File: src/rtl/clkgen_pkg.sv
package clkgen_pkg;
   localparam int unsigned REG_AW = 5;
   localparam int unsigned REG_DW = 32;
   localparam int unsigned CODE_W = 3;

   localparam logic [REG_AW-1:0] OFS_SEL  = 5'h00;
   localparam logic [REG_AW-1:0] OFS_DIVA = 5'h04;
   localparam logic [REG_AW-1:0] OFS_DIVB = 5'h08;
   localparam logic [REG_AW-1:0] OFS_DIVC = 5'h0C;
   localparam logic [REG_AW-1:0] OFS_DIS  = 5'h14;
   localparam logic [REG_AW-1:0] OFS_STAT = 5'h18;

   typedef logic [CODE_W-1:0] divcode_t;

   // codes above the largest legal ratio collapse to zero (idle)
   function automatic divcode_t div_decode(input logic [CODE_W-1:0] raw);
      return (raw > 3'd6) ? 3'd0 : raw;
   endfunction
endpackage

File: src/rtl/clkgen_regs.sv
module clkgen_regs
   import clkgen_pkg::*;
#(
   parameter int unsigned SEL_SHIFT  = 4,
   parameter int unsigned DIV1_REG   = 2,
   parameter int unsigned DIV1_SHIFT = 3,
   parameter int unsigned DIV2_REG   = 2,
   parameter int unsigned DIV2_SHIFT = 0,
   parameter int unsigned GATE_BIT   = 6,
   parameter bit          DIV1_EN    = 1'b1,
   parameter bit          DIV2_EN    = 1'b1,
   parameter bit          GATE_EN    = 1'b1
) (
   input  logic              clk,
   input  logic              rst_n,
   input  logic              wr_en,
   input  logic              rd_en,
   input  logic [REG_AW-1:0] addr,
   input  logic [REG_DW-1:0] wdata,
   output logic [REG_DW-1:0] rdata,
   input  logic              err_set,
   output logic [1:0]        cfg_sel,
   output divcode_t          cfg_d1,
   output divcode_t          cfg_d2,
   output logic              gate_off
);
   localparam int unsigned NDIV = 3;

   function automatic logic [REG_DW-1:0] div_rst(input int unsigned idx);
      logic [REG_DW-1:0] v;
      v = '0;
      if (DIV1_REG == idx) v = v | (REG_DW'(1) << DIV1_SHIFT);
      if (DIV2_REG == idx) v = v | (REG_DW'(1) << DIV2_SHIFT);
      return v;
   endfunction

   if (SEL_SHIFT > REG_DW - 2)         $error("SEL_SHIFT out of range");
   if (DIV1_REG < 1 || DIV1_REG > NDIV) $error("DIV1_REG out of range");
   if (DIV2_REG < 1 || DIV2_REG > NDIV) $error("DIV2_REG out of range");
   if (DIV1_SHIFT > REG_DW - CODE_W)    $error("DIV1_SHIFT out of range");
   if (DIV2_SHIFT > REG_DW - CODE_W)    $error("DIV2_SHIFT out of range");
   if (GATE_BIT > REG_DW - 1)           $error("GATE_BIT out of range");

   logic [REG_DW-1:0]            sel_q, dis_q;
   logic [NDIV-1:0][REG_DW-1:0]  div_q;
   logic                         err_q;
   logic                         err_clr;

   assign err_clr = wr_en && (addr == OFS_STAT) && wdata[0];

   always_ff @(posedge clk or negedge rst_n) begin
      if (!rst_n) begin
         sel_q <= '0;
         dis_q <= '0;
         err_q <= 1'b0;
         for (int k = 0; k < NDIV; k++) div_q[k] <= div_rst(k + 1);
      end else begin
         if (wr_en && addr == OFS_SEL) sel_q <= wdata;
         if (wr_en && addr == OFS_DIS) dis_q <= wdata;
         for (int k = 0; k < NDIV; k++)
            if (wr_en && addr == OFS_DIVA + REG_AW'(4 * k)) div_q[k] <= wdata;
         err_q <= err_set | (err_q & ~err_clr);
      end
   end

   always_ff @(posedge clk or negedge rst_n) begin
      if (!rst_n) rdata <= '0;
      else if (rd_en) begin
         case (addr)
            OFS_SEL:  rdata <= sel_q;
            OFS_DIVA: rdata <= div_q[0];
            OFS_DIVB: rdata <= div_q[1];
            OFS_DIVC: rdata <= div_q[2];
            OFS_DIS:  rdata <= dis_q;
            OFS_STAT: rdata <= {{(REG_DW-1){1'b0}}, err_q};
            default:  rdata <= '0;
         endcase
      end else rdata <= '0;
   end

   assign cfg_sel = sel_q[SEL_SHIFT +: 2];

   if (DIV1_EN) begin : g_d1
      assign cfg_d1 = div_decode(div_q[DIV1_REG-1][DIV1_SHIFT +: CODE_W]);
   end else begin : g_d1_byp
      assign cfg_d1 = 3'd1;
   end

   if (DIV2_EN) begin : g_d2
      assign cfg_d2 = div_decode(div_q[DIV2_REG-1][DIV2_SHIFT +: CODE_W]);
   end else begin : g_d2_byp
      assign cfg_d2 = 3'd1;
   end

   if (GATE_EN) begin : g_gate
      assign gate_off = dis_q[GATE_BIT];
   end else begin : g_gate_byp
      assign gate_off = 1'b0;
   end

   AST_ERR_STICKY: assert property (@(posedge clk) disable iff (!rst_n)
      (err_q && !err_clr) |=> err_q);
   AST_RDATA_IDLE: assert property (@(posedge clk) disable iff (!rst_n)
      !rd_en |=> (rdata == '0));
endmodule

File: src/rtl/clkgen_divchain.sv
module clkgen_divchain
   import clkgen_pkg::*;
#(
   parameter int unsigned NSRC = 4,
   localparam int unsigned SEL_W = $clog2(NSRC)
) (
   input  logic             clk,
   input  logic             rst_n,
   input  logic [NSRC-1:0]  src_stb,
   input  logic [SEL_W-1:0] cfg_sel,
   input  divcode_t         cfg_d1,
   input  divcode_t         cfg_d2,
   input  logic             gate_off,
   output logic             clk_en_o,
   output logic             run_o,
   output logic             err_set_o
);
   logic [SEL_W-1:0] act_sel;
   divcode_t         act_d1, act_d2;
   divcode_t         cnt1, cnt2;
   logic             stb, zero, t1, t2, bnd, fire;

   assign stb  = src_stb[act_sel];
   assign zero = (act_d1 == '0) || (act_d2 == '0);
   assign t1   = (cnt1 == act_d1 - 3'd1);
   assign t2   = (cnt2 == act_d2 - 3'd1);
   assign fire = stb && t1 && t2 && !zero;
   assign bnd  = zero || (stb && t1 && t2);

   assign err_set_o = bnd && ((cfg_d1 == '0) || (cfg_d2 == '0));
   assign run_o     = !zero && !gate_off;

   always_ff @(posedge clk or negedge rst_n) begin
      if (!rst_n) begin
         act_sel  <= '0;
         act_d1   <= 3'd1;
         act_d2   <= 3'd1;
         cnt1     <= '0;
         cnt2     <= '0;
         clk_en_o <= 1'b0;
      end else begin
         clk_en_o <= fire && !gate_off;
         if (bnd) begin
            act_sel <= cfg_sel;
            act_d1  <= cfg_d1;
            act_d2  <= cfg_d2;
            cnt1    <= '0;
            cnt2    <= '0;
         end else if (stb) begin
            if (t1) begin
               cnt1 <= '0;
               cnt2 <= cnt2 + 3'd1;
            end else begin
               cnt1 <= cnt1 + 3'd1;
            end
         end
      end
   end

   AST_GATE_STOPS: assert property (@(posedge clk) disable iff (!rst_n)
      gate_off |=> !clk_en_o);
   AST_ZERO_IDLE: assert property (@(posedge clk) disable iff (!rst_n)
      zero |=> !clk_en_o);
   AST_CFG_HOLD: assert property (@(posedge clk) disable iff (!rst_n)
      !bnd |=> $stable({act_sel, act_d1, act_d2}));
   AST_CNT_RANGE: assert property (@(posedge clk) disable iff (!rst_n)
      !zero |-> (cnt1 < act_d1) && (cnt2 < act_d2));
endmodule

File: src/rtl/clkgen_periph.sv
module clkgen_periph
   import clkgen_pkg::*;
#(
   parameter bit          MUX_EN     = 1'b1,
   parameter bit          DIV1_EN    = 1'b1,
   parameter bit          DIV2_EN    = 1'b1,
   parameter bit          GATE_EN    = 1'b1,
   parameter int unsigned SEL_SHIFT  = 4,
   parameter int unsigned DIV1_REG   = 2,
   parameter int unsigned DIV1_SHIFT = 3,
   parameter int unsigned DIV2_REG   = 2,
   parameter int unsigned DIV2_SHIFT = 0,
   parameter int unsigned GATE_BIT   = 6
) (
   input  logic        clk,
   input  logic        rst_n,
   input  logic [3:0]  ref_stb,
   input  logic        xtal_stb,
   input  logic        wr_en,
   input  logic        rd_en,
   input  logic [4:0]  addr,
   input  logic [31:0] wdata,
   output logic [31:0] rdata,
   output logic        clk_en,
   output logic        out_valid
);
   localparam int unsigned NREF  = 4;
   localparam int unsigned SEL_W = $clog2(NREF);

   logic [1:0]       reg_sel;
   logic [SEL_W-1:0] mux_sel;
   logic [NREF-1:0]  mux_src;
   divcode_t         cfg_d1, cfg_d2;
   logic             gate_off, err_set;

   if (MUX_EN) begin : g_mux
      assign mux_src = ref_stb;
      assign mux_sel = reg_sel;
   end else begin : g_xtal
      assign mux_src = {NREF{xtal_stb}};
      assign mux_sel = '0;
   end

   clkgen_regs #(
      .SEL_SHIFT (SEL_SHIFT),
      .DIV1_REG  (DIV1_REG),
      .DIV1_SHIFT(DIV1_SHIFT),
      .DIV2_REG  (DIV2_REG),
      .DIV2_SHIFT(DIV2_SHIFT),
      .GATE_BIT  (GATE_BIT),
      .DIV1_EN   (DIV1_EN),
      .DIV2_EN   (DIV2_EN),
      .GATE_EN   (GATE_EN)
   ) i_regs (
      .clk     (clk),
      .rst_n   (rst_n),
      .wr_en   (wr_en),
      .rd_en   (rd_en),
      .addr    (addr),
      .wdata   (wdata),
      .rdata   (rdata),
      .err_set (err_set),
      .cfg_sel (reg_sel),
      .cfg_d1  (cfg_d1),
      .cfg_d2  (cfg_d2),
      .gate_off(gate_off)
   );

   clkgen_divchain #(
      .NSRC(NREF)
   ) i_chain (
      .clk      (clk),
      .rst_n    (rst_n),
      .src_stb  (mux_src),
      .cfg_sel  (mux_sel),
      .cfg_d1   (cfg_d1),
      .cfg_d2   (cfg_d2),
      .gate_off (gate_off),
      .clk_en_o (clk_en),
      .run_o    (out_valid),
      .err_set_o(err_set)
   );
endmodule

File: config.mk
export PLATFORM = sky130hd
export DESIGN_NAME = clkgen_periph
export DESIGN_NICKNAME = d
export VERILOG_FILES = /design/src/rtl/clkgen_pkg.sv /design/src/rtl/clkgen_regs.sv /design/src/rtl/clkgen_divchain.sv /design/src/rtl/clkgen_periph.sv
export SDC_FILE = /design/constraint.sdc
export NUM_CORES = 1
export LEC_CHECK = 0
export BUFFER_PORTS_ARGS = -buffer_cell sky130_fd_sc_hd__buf_2
export CAP_MARGIN = 20
export CORE_MARGIN = 1.5
export CORE_UTILIZATION = 63
export DETAILED_ROUTE_END_ITERATION = 8
export PLACE_DENSITY = 0.84
export SYNTH_ARGS = -nofsm -noshare
export SYNTH_HDL_FRONTEND = slang
export SYNTH_SLANG_ARGS = --single-unit
File: constraint.sdc
create_clock -name clk -period 6.4 [get_ports clk]
set_clock_uncertainty 0.05 [all_clocks]
set_input_delay 0.96 -clock clk [delete_from_list [all_inputs] [get_ports clk]]
set_output_delay 0.96 -clock clk [all_outputs]
set_load 0.1 [all_outputs]
======== Word-level counts from Yosys, hierarchy flattened ========
Cells that the tools add are included.
word-level totals
  flip-flop bits (word level) ............. 208
  input bits .............................. 46
  output and inout bits ................... 34
  word-level logic and storage cells ...... 68
operators by class
  $add $sub $neg .......................... 4
  magnitude comparators ................... 3
  equality and inequality tests ........... 7
  muxes and demuxes ....................... 12
  bitwise logic cells ..................... 3
  reduce and logical (&&, ||, !) cells .... 26
operators with widths
  cell                                                        number
  case mux 32 bit (6 select lines)                            1
  2-to-1 mux 32 bit                                           1
  2-to-1 mux 3 bit                                            8
  logical AND 1 bit                                           13
  logical NOT 3 bit                                           4
  equality test 5 x 4 -> 1 bit, second input constant         2
  equality test 5 bit, second input constant                  2
  adder 3 x 1 -> 3 bit, second input constant                 2
  equality test 3 bit                                         2
  > comparator 3 bit, second input constant                   2
  subtractor 3 x 1 -> 3 bit, second input constant            2
  equality test 5 x 3 -> 1 bit, second input constant         1
  logical NOT 5 bit                                           1
  nonzero test 2 bit                                          2
  logical OR 1 bit                                            3
  less-than comparator 2 x 3 -> 1 bit, second input constant  1
  binary-select mux 1 bit (select 2 bit)                      1
  logical NOT 1 bit                                           2
  AND reduction 2 bit                                         1
  AND 1 bit                                                   1
  2-to-1 mux 1 bit                                            1
  NOT 1 bit                                                   1
  OR 1 bit                                                    1

======== Logic depth before layout (Yosys ltp) ========
Gate-level depths: netlist of run 1.
  depth after elaboration ................. 7
  gate-level depth with buffers ........... 7
  depth with buffers taken out ............ 6

======== By module ========
Synthesis of run 1 repeated with hierarchy kept, for this count alone.
second synthesis, totals
  cells, all modules ...................... 656
  area total of the unflattened synthesis .. 9261.4 sq um
by module, submodules not included
  module           instances  cells an instance  area each (sq um)  seq. area each (sq um)
  clkgen_regs      1          584                8373.0             4832.1
  clkgen_divchain  1          72                 888.4              377.9

======== Worst setup path after synthesis of run 1 ========
No wires, ideal clock.
  path type ............................... flip-flop to output port
  start ................................... register i_chain.act_d1[0]
  end ..................................... output out_valid
  arrival ................................. 2.164 ns
  data required time ...................... 5.390 ns
  path slack .............................. 3.226 ns
  stages on the path, launching flop included .. 6
  path buffers ............................ 0
  cell sequence ........................... dfstp_2 > inv_1 > ha_1 > inv_1 > o22ai_1 > nor2_1
between the ends
  word-level cells in the longest chain between the ends .. 4
RTL lines
  what                    line                   source
  from (decl)             clkgen_divchain.sv:19  divcode_t act_d1, act_d2;
  from (signal assigned)  clkgen_divchain.sv:45  act_d1 <= cfg_d1;
  logical NOT 3 bit       clkgen_divchain.sv:24  assign zero = (act_d1 == '0) || (act_d2 == '0);
  logical OR 1 bit        clkgen_divchain.sv:24
  logical NOT 1 bit       clkgen_divchain.sv:31  assign run_o = !zero && !gate_off;
  logical AND 1 bit       clkgen_divchain.sv:31
  to (decl)               clkgen_periph.sv:25    output logic out_valid
No other way between the ends.

======== Worst setup path in the final report of run 1 ========
  start ................................... input addr[4]
  end ..................................... register i_regs.div_q[73] in the netlist's numbering
between the ends
  word-level cells in the longest chain between the ends .. 2
RTL lines
  what                             line                 source
  from (decl)                      clkgen_periph.sv:21  input logic [4:0] addr,
  equality test 5 x 4 -> 1 bit     clkgen_regs.sv:61    if (wr_en && addr == OFS_DIVA + REG_AW'(4 * k)) div_q[k] <= wdata;
  logical AND 1 bit                clkgen_regs.sv:61
  to (signal, indexed assignment)  clkgen_regs.sv:61
  to (decl)                        clkgen_regs.sv:45    logic [NDIV-1:0][REG_DW-1:0] div_q;
No other way between the ends.
A chain may end at the register's enable or synchronous reset.

==> impl_metrics.yaml, run 1 <==
logic_synthesis:
  synthXorXnorAreaFrac_pct: 1.24
  synth_mux_area_share_pct: 22.4
  synth-seq-cells: 208
  syn_avg_cell_area_um2: 14.5
  yosys.area_share.simple_pct: 2.75
  syn-cell-area_um2: 8560
  synth_compound_area_share_pct: 9.54
  synth_warnings: 0
  ys_seq_area_share_pct: 60.8
  synthCells: 592
  synth_fa_ha_area_share_pct: 0.877
  ys_types: 40
  synth_top_family_by_area: "multiplexers"
  syn-num-nets: 644
clocking:
  clk_pin_slew_worst_paths_ns: 0.06
  cts_sinks: 208
  cts_hold_buf: 0
  clock_path_buffers: 3
  cts_setup_buffers: 0
  cts_resized: 0
  h-tree-depth: 1
  cts_tree: "built"
  numCtsBuffers: 22
  cts_root_buf: "clkbuf_16"
  clk_latency_ns: 0.50
power_and_ir_drop:
  p_leak_nw: 4.62
  peakVddDrop_mv: 0.224
  seq_power_share_pct: 48.6
  internal_power_w: 0.00256
  pwr-share-comb_pct: 15.0
  power_density_nw_per_um2: 352
  switchingPower_w: 0.000895
  total_power_w: 0.00346
  pwr-share-clk_pct: 36.4
  p_sw_share_pct: 25.9
drt:
  firstDrtPassIters: 5
  drc: 0
  wl_per_cell_um: 21.6
  drt-total-wl_mm: 18.4
  drt_iter0_markers: 501
  antenna_left: 0
  via_count: 5319
  via_per_inst: 6.24
status:
  status: "finished clean"
floorplanning:
  die_y_um: 120
  design.die.area_um2: 14300
  ios: 80
  rows: 42
  initial_utilization_pct: 64.7
  fp.dieW_um: 120
  core_um2: 13200
critical_path:
  cp_data_arrival_time_ns: 3.52
  worst-setup-path-type: "in -> reg"
  cp-start-kind: "input port"
  required_ns: 6.72
  end_kind: "flop"
  cp_max_fo: 33
final_layout:
  final_cell_mix: "204 x dfrtp_1, 162 x mux2_2, 77 x buf_2"
  multi_input_area_um2: 3170
  regArea_um2: 5210
  nets: 712
  layout_commonest_cell: "dfrtp_1"
  fin_cells: 853
  final_util_pct: 74.1
  area_growth_pct: 14.6
  fill_cells: 851
  drive_gt1_share_pct: 43.6
timing:
  finalCritPeriodShare_pct: 49.9
  setup_viol: 0
  worstMarginPinSlew_ns: 0.997
  fin_setup_tns_ns: 0
  fmax_mhz: 313
  worst_slack_ns: 3.21
  rsz0062_at_grt: "no"
  relSlewSlack_pct: 33.3
  fin_crit_ns: 3.19
  hold_viol: 0
  slew_viol_final: 0
global_route:
  grt_max_degree: 143
  grt_overflow_total: 0
  grt_pass1_vias: 5718
  track_usage_pct: 26.2
  antenna_found_initial: 1
  grt_pass1_wl_mm: 29.5
placement:
  place_congestion: 0.762
  dp_cells: 811
  dp_slack_ns: 2.75
  dpl.hpwl_mm: 10.1
  io_buffers: 78
job:
  maxCapViolations: 0
min_path:
  min_path_type: "in -> async"
[metrics by stage]
| stage | cell area, um2 | hold WS (ns) |
|---|---|---|
| floorplan | 8560 | 0.401 |
| global placement | 9050 | 0.424 |
| detailed placement | 9050 | 0.436 |
| CTS | 9780 | 0.450 |
| global route | 9810 | 0.401 |
| finish | 9810 | 0.371 |
[cell usage after synthesis, drive strengths merged]
| master | count | area, um2 |
|---|---|---|
| nand3 | 7 | 35.0 |
| o21ai | 3 | 18.8 |
| nor2 | 10 | 37.5 |
| nor3 | 2 | 21.3 |
| nand2 | 14 | 55.1 |
| xnor2 | 2 | 17.5 |
| a21bo | 1 | 10.0 |
| a22oi | 32 | 240 |
| mux2i | 4 | 40.0 |
| o31ai | 2 | 15.0 |
| xnor3 | 2 | 45.0 |
| a21oi | 34 | 170 |
| nor2b | 1 | 6.26 |
| and3 | 2 | 12.5 |
| nor4 | 1 | 6.26 |
| and4b | 1 | 10.0 |
| dfrtp | 204 | 5100 |
| mux4 | 1 | 22.5 |
| o22ai | 2 | 12.5 |
| or3b | 1 | 8.76 |
| clkbuf | 19 | 71.3 |
| nand4 | 1 | 21.3 |
| a221oi | 1 | 8.76 |
| buf | 19 | 97.6 |
| or3 | 1 | 6.26 |
| a21boi | 3 | 22.5 |
| and3b | 1 | 8.76 |
| a222oi | 31 | 310 |
| ha | 6 | 75.1 |
| o22a | 1 | 8.76 |
| inv | 8 | 30.0 |
| nand2b | 1 | 6.26 |
| xor2 | 5 | 43.8 |
| mux2 | 165 | 1860 |
| dfstp | 4 | 105 |
[worst max-delay path, cell delays in order]
cell and delay, ns:
buf_2 0.15, nor2_1 0.17, and4b_2 0.88, nand2_2 0.81, mux2_2 0.53
[path summary, 6_finish.rpt]
path	cells after the start	startpoint	endpoint	slack [ns]
max	5	addr[4]	i_regs.div_q[73]	3.21
min	1	rst_n	i_regs.rdata[10]	0.37
max reg2reg	6	i_chain.act_d1[0]	i_chain.act_sel[0]	3.78
min reg2reg	1	i_regs.dis_q[10]	i_regs.dis_q[10]	0.44
max in group asynchronous	3	rst_n	i_regs.div_q[8]	4.30
min in group clk	1	i_regs.dis_q[10]	i_regs.dis_q[10]	0.44
[cells by family after synthesis]
logic type / count (synthesis)
flip-flops: 208
multiplexers: 170
AO/OA/AOI/OAI: 110
buffers and inverters: 46
AND/OR/NAND/NOR: 43
XOR/XNOR: 9
adder cells (fa/ha/maj): 6
[final cells by class]
| type | instances | area share, % |
|---|---|---|
| Sequential cell | 208 | 53.1 |
| Clock buffer | 36 | 6.86 |
| Inverter | 8 | 0.306 |
| Clock inverter | 4 | 0.574 |
| Timing Repair Buffer | 82 | 4.58 |
| Multi-Input combinational cell | 338 | 32.3 |
| Antenna cell | 1 | 0.0255 |
| Tap cell | 176 | 2.24 |
[state kept, by name (all words and copies together) (netlist names)]
register,cells
i_regs.div_q,96
i_regs.dis_q,32
i_regs.rdata,32
i_regs.sel_q,32
i_chain.act_d1,3
i_chain.act_d2,3
i_chain.cnt1,3
i_chain.cnt2,3
i_chain.act_sel,2
i_chain.clk_en_o,1
i_regs.err_q,1
[power by group through the flow]
stage / sequential, W / combinational, W / clock, W
global route: 0.00170 / 0.000571 / 0.00133
CTS: 0.00168 / 0.000523 / 0.00128
finish: 0.00168 / 0.000520 / 0.00126
floorplan: 0.00166 / 0.000395 / 0
global placement: 0.00167 / 0.000484 / 0
detailed placement: 0.00170 / 0.000516 / 0
[routing by layer]
metal / vias up / routed length [um] / GRT usage, %
li1: 2342 / - / -
met1: 2770 / 7410 / 33.0
met2: 171 / 9410 / 45.3
met3: 36 / 1130 / 4.56
met4: 0 / 452 / 10.8
met5: - / 0 / 0
No activity file was read; power rests on OpenSTA's default activity.
==> run 2, diff against run 1 <==
--- a/config.mk
+++ b/config.mk
@@ -8,9 +8,9 @@
 export BUFFER_PORTS_ARGS = -buffer_cell sky130_fd_sc_hd__buf_2
 export CAP_MARGIN = 20
 export CORE_MARGIN = 1.5
-export CORE_UTILIZATION = 63
+export CORE_UTILIZATION = 59
 export DETAILED_ROUTE_END_ITERATION = 8
-export PLACE_DENSITY = 0.84
+export PLACE_DENSITY = 0.79
 export SYNTH_ARGS = -nofsm -noshare
 export SYNTH_HDL_FRONTEND = slang
 export SYNTH_SLANG_ARGS = --single-unit
==> constraint.sdc (replaced) <==
create_clock -name clk -period 3 [get_ports clk]
set_clock_uncertainty 0.05 [all_clocks]
set_input_delay 0.45 -clock clk [delete_from_list [all_inputs] [get_ports clk]]
set_output_delay 0.45 -clock clk [all_outputs]
set_load 0.1 [all_outputs]
==> impl_metrics.yaml, run 2 (synthesis results as in run 1) <==
timing:
  worst_slack_ns: 0.516
  fin_crit_ns: 2.48
  setup_viol: 0
  worstMarginPinSlew_ns: 0.975
  hold_viol: 0
  relSlewSlack_pct: 34.9
  fmax_mhz: 403
  fin_setup_tns_ns: 0
  slew_viol_final: 0
  finalCritPeriodShare_pct: 82.8
  rsz0062_at_grt: "no"
drt:
  firstDrtPassIters: 8
  via_per_inst: 6.23
  drt_iter0_markers: 455
  drc: 0
  via_count: 5421
  wl_per_cell_um: 21.6
  drt-total-wl_mm: 18.8
  antenna_left: 0
final_layout:
  top_register: "i_regs.div_q"
  drive_gt1_share_pct: 44.3
  final_cell_mix: "204 x dfrtp_1, 162 x mux2_2, 77 x buf_2"
  area_growth_pct: 16.3
  final_util_pct: 70.9
  largest_reg_flops: 96
  nets: 724
  layout_commonest_cell: "dfrtp_1"
  fill_cells: 942
critical_path:
  required_ns: 2.50
  ff2ff_path_depth: 7
  cp_cell_sequence: "inv_1 > ha_1 > inv_1 > o22ai_1 > nor2_1 > buf_2"
  cp_data_arrival_time_ns: 1.98
  r2r_slack_ns: 0.71
  r2r_end: "i_chain.act_d2[1]"
  critPathMaxStageDelay_ns: 0.54
  cp-start-kind: "flop"
  cp_common_cell: "inv_1"
  worst-setup-path-type: "reg -> out"
  cp_max_fo: 3
  r2r-start: "i_chain.act_d1[0]"
  slowest_stage: "dfstp_2"
  end_kind: "primary output"
min_path:
  min_path_type: "in -> reg"
  min_from: "wdata[24]"
  hold_depth: 2
  whs_endpoint: "i_regs.div_q[56]"
power_and_ir_drop:
  p_leak_nw: 4.70
  peakVddDrop_mv: 0.444
  power_density_nw_per_um2: 746
clocking:
  cts_setup_buffers: 0
  cts_hold_buf: 1
  clk_latency_ns: 0.51
  cts_resized: 0
  h-tree-depth: 1
  numCtsBuffers: 22
  clk_pin_slew_worst_paths_ns: 0.06
  cts_tree: "built"
  clock_path_buffers: 3
  cts_sinks: 208
  cts_root_buf: "clkbuf_16"
global_route:
  grt_max_degree: 71
  antenna_found_initial: 2
  grt_pass1_vias: 5689
  grt_overflow_total: 0
  track_usage_pct: 25.7
  grt_pass1_wl_mm: 29.8
placement:
  io_buffers: 78
  place_congestion: 0.794
  dpl.hpwl_mm: 10.8
  dp_slack_ns: 0.701
floorplanning:
  design.die.area_um2: 15200
  initial_utilization_pct: 61.0
  ios: 80
  core_um2: 14000
  fp.dieW_um: 123
  die_y_um: 123
  rows: 43
job:
  maxCapViolations: 0
status:
  status: "finished clean"
-- run 2: changes by cell type in the layout (fill, tap and decap cells not counted), sizes merged --
| cell | before | now |
|---|---|---|
| diode | 1 | 2 |
| inv | 8 | 9 |
| clkinv | 3 | 4 |
| bufinv | 1 | 2 |
| buf | 81 | 92 |
| clkbuf | 37 | 34 |
| dlygate4sd3 | 0 | 1 |
-- run 2: worst max path at each step --
| stage | start | to | slack (ns) | depth (start not counted) |
|---|---|---|---|---|
| final | i_chain.act_d1[0] | out_valid | 0.52 | 6 |
| after global routing | i_chain.act_d1[0] | out_valid | 0.41 | 6 |
| after CTS | i_chain.act_d1[0] | out_valid | 0.50 | 6 |
| after detailed placement | i_chain.act_d1[0] | i_chain.act_d2[1] | 0.70 | 7 |
| after global placement | i_chain.act_d1[0] | i_chain.act_d1[2] | 0.77 | 7 |
| after floorplan | i_chain.act_d1[0] | out_valid | 0.34 | 5 |
-- run 2: layout make-up --
type / instances / area [um2] / share of cell area (%)
diodes: 2 / 5.00 / 0.0502
inverters: 8 / 30.0 / 0.301
well taps: 180 / 225 / 2.26
repair buffers: 94 / 584 / 5.87
flip-flops and latches: 208 / 5210 / 52.3
clock buffers: 33 / 632 / 6.34
multi-input cells: 338 / 3170 / 31.8
clock inverters: 7 / 103 / 1.03
-- run 2: stage by stage --
| step | hold slack, ns | instance area [um2] | total power (W) | instances |
|---|---|---|---|---|
| floorplan | 0.104 | 8560 | 0.00439 | 592 |
| global placement | 0.425 | 9210 | 0.00464 | 827 |
| detailed placement | 0.442 | 9210 | 0.00476 | 827 |
| CTS | 0.174 | 9960 | 0.00748 | 868 |
| global route | 0.181 | 9960 | 0.00774 | 869 |
| finish | 0.179 | 9960 | 0.00743 | 870 |
-- run 2: report_power, final --
group          leakage (nW)  internal, W  switching, W
Combinational          1.64     0.000579      0.000552
Sequential             2.69      0.00329      0.000285
Clock                 0.361      0.00164       0.00108
-- run 2: routing by layer --
| metal | track usage, % | wire length (um) |
|---|---|---|
| met2 | 44.9 | 9500 |
| met5 | 0 | 0 |
| met1 | 33.0 | 7470 |
| met4 | 6.82 | 465 |
| met3 | 4.70 | 1330 |
-- run 2: worst max-delay path: cells and delay by family (launching register included) --
| family | cells | cell delay (ns) |
|---|---|---|
| buf+inv | 3 | 0.56 |
| flops | 1 | 0.54 |
| fa+ha+maj | 1 | 0.20 |
| compound gates | 1 | 0.10 |
| simple gates | 1 | 0.09 |
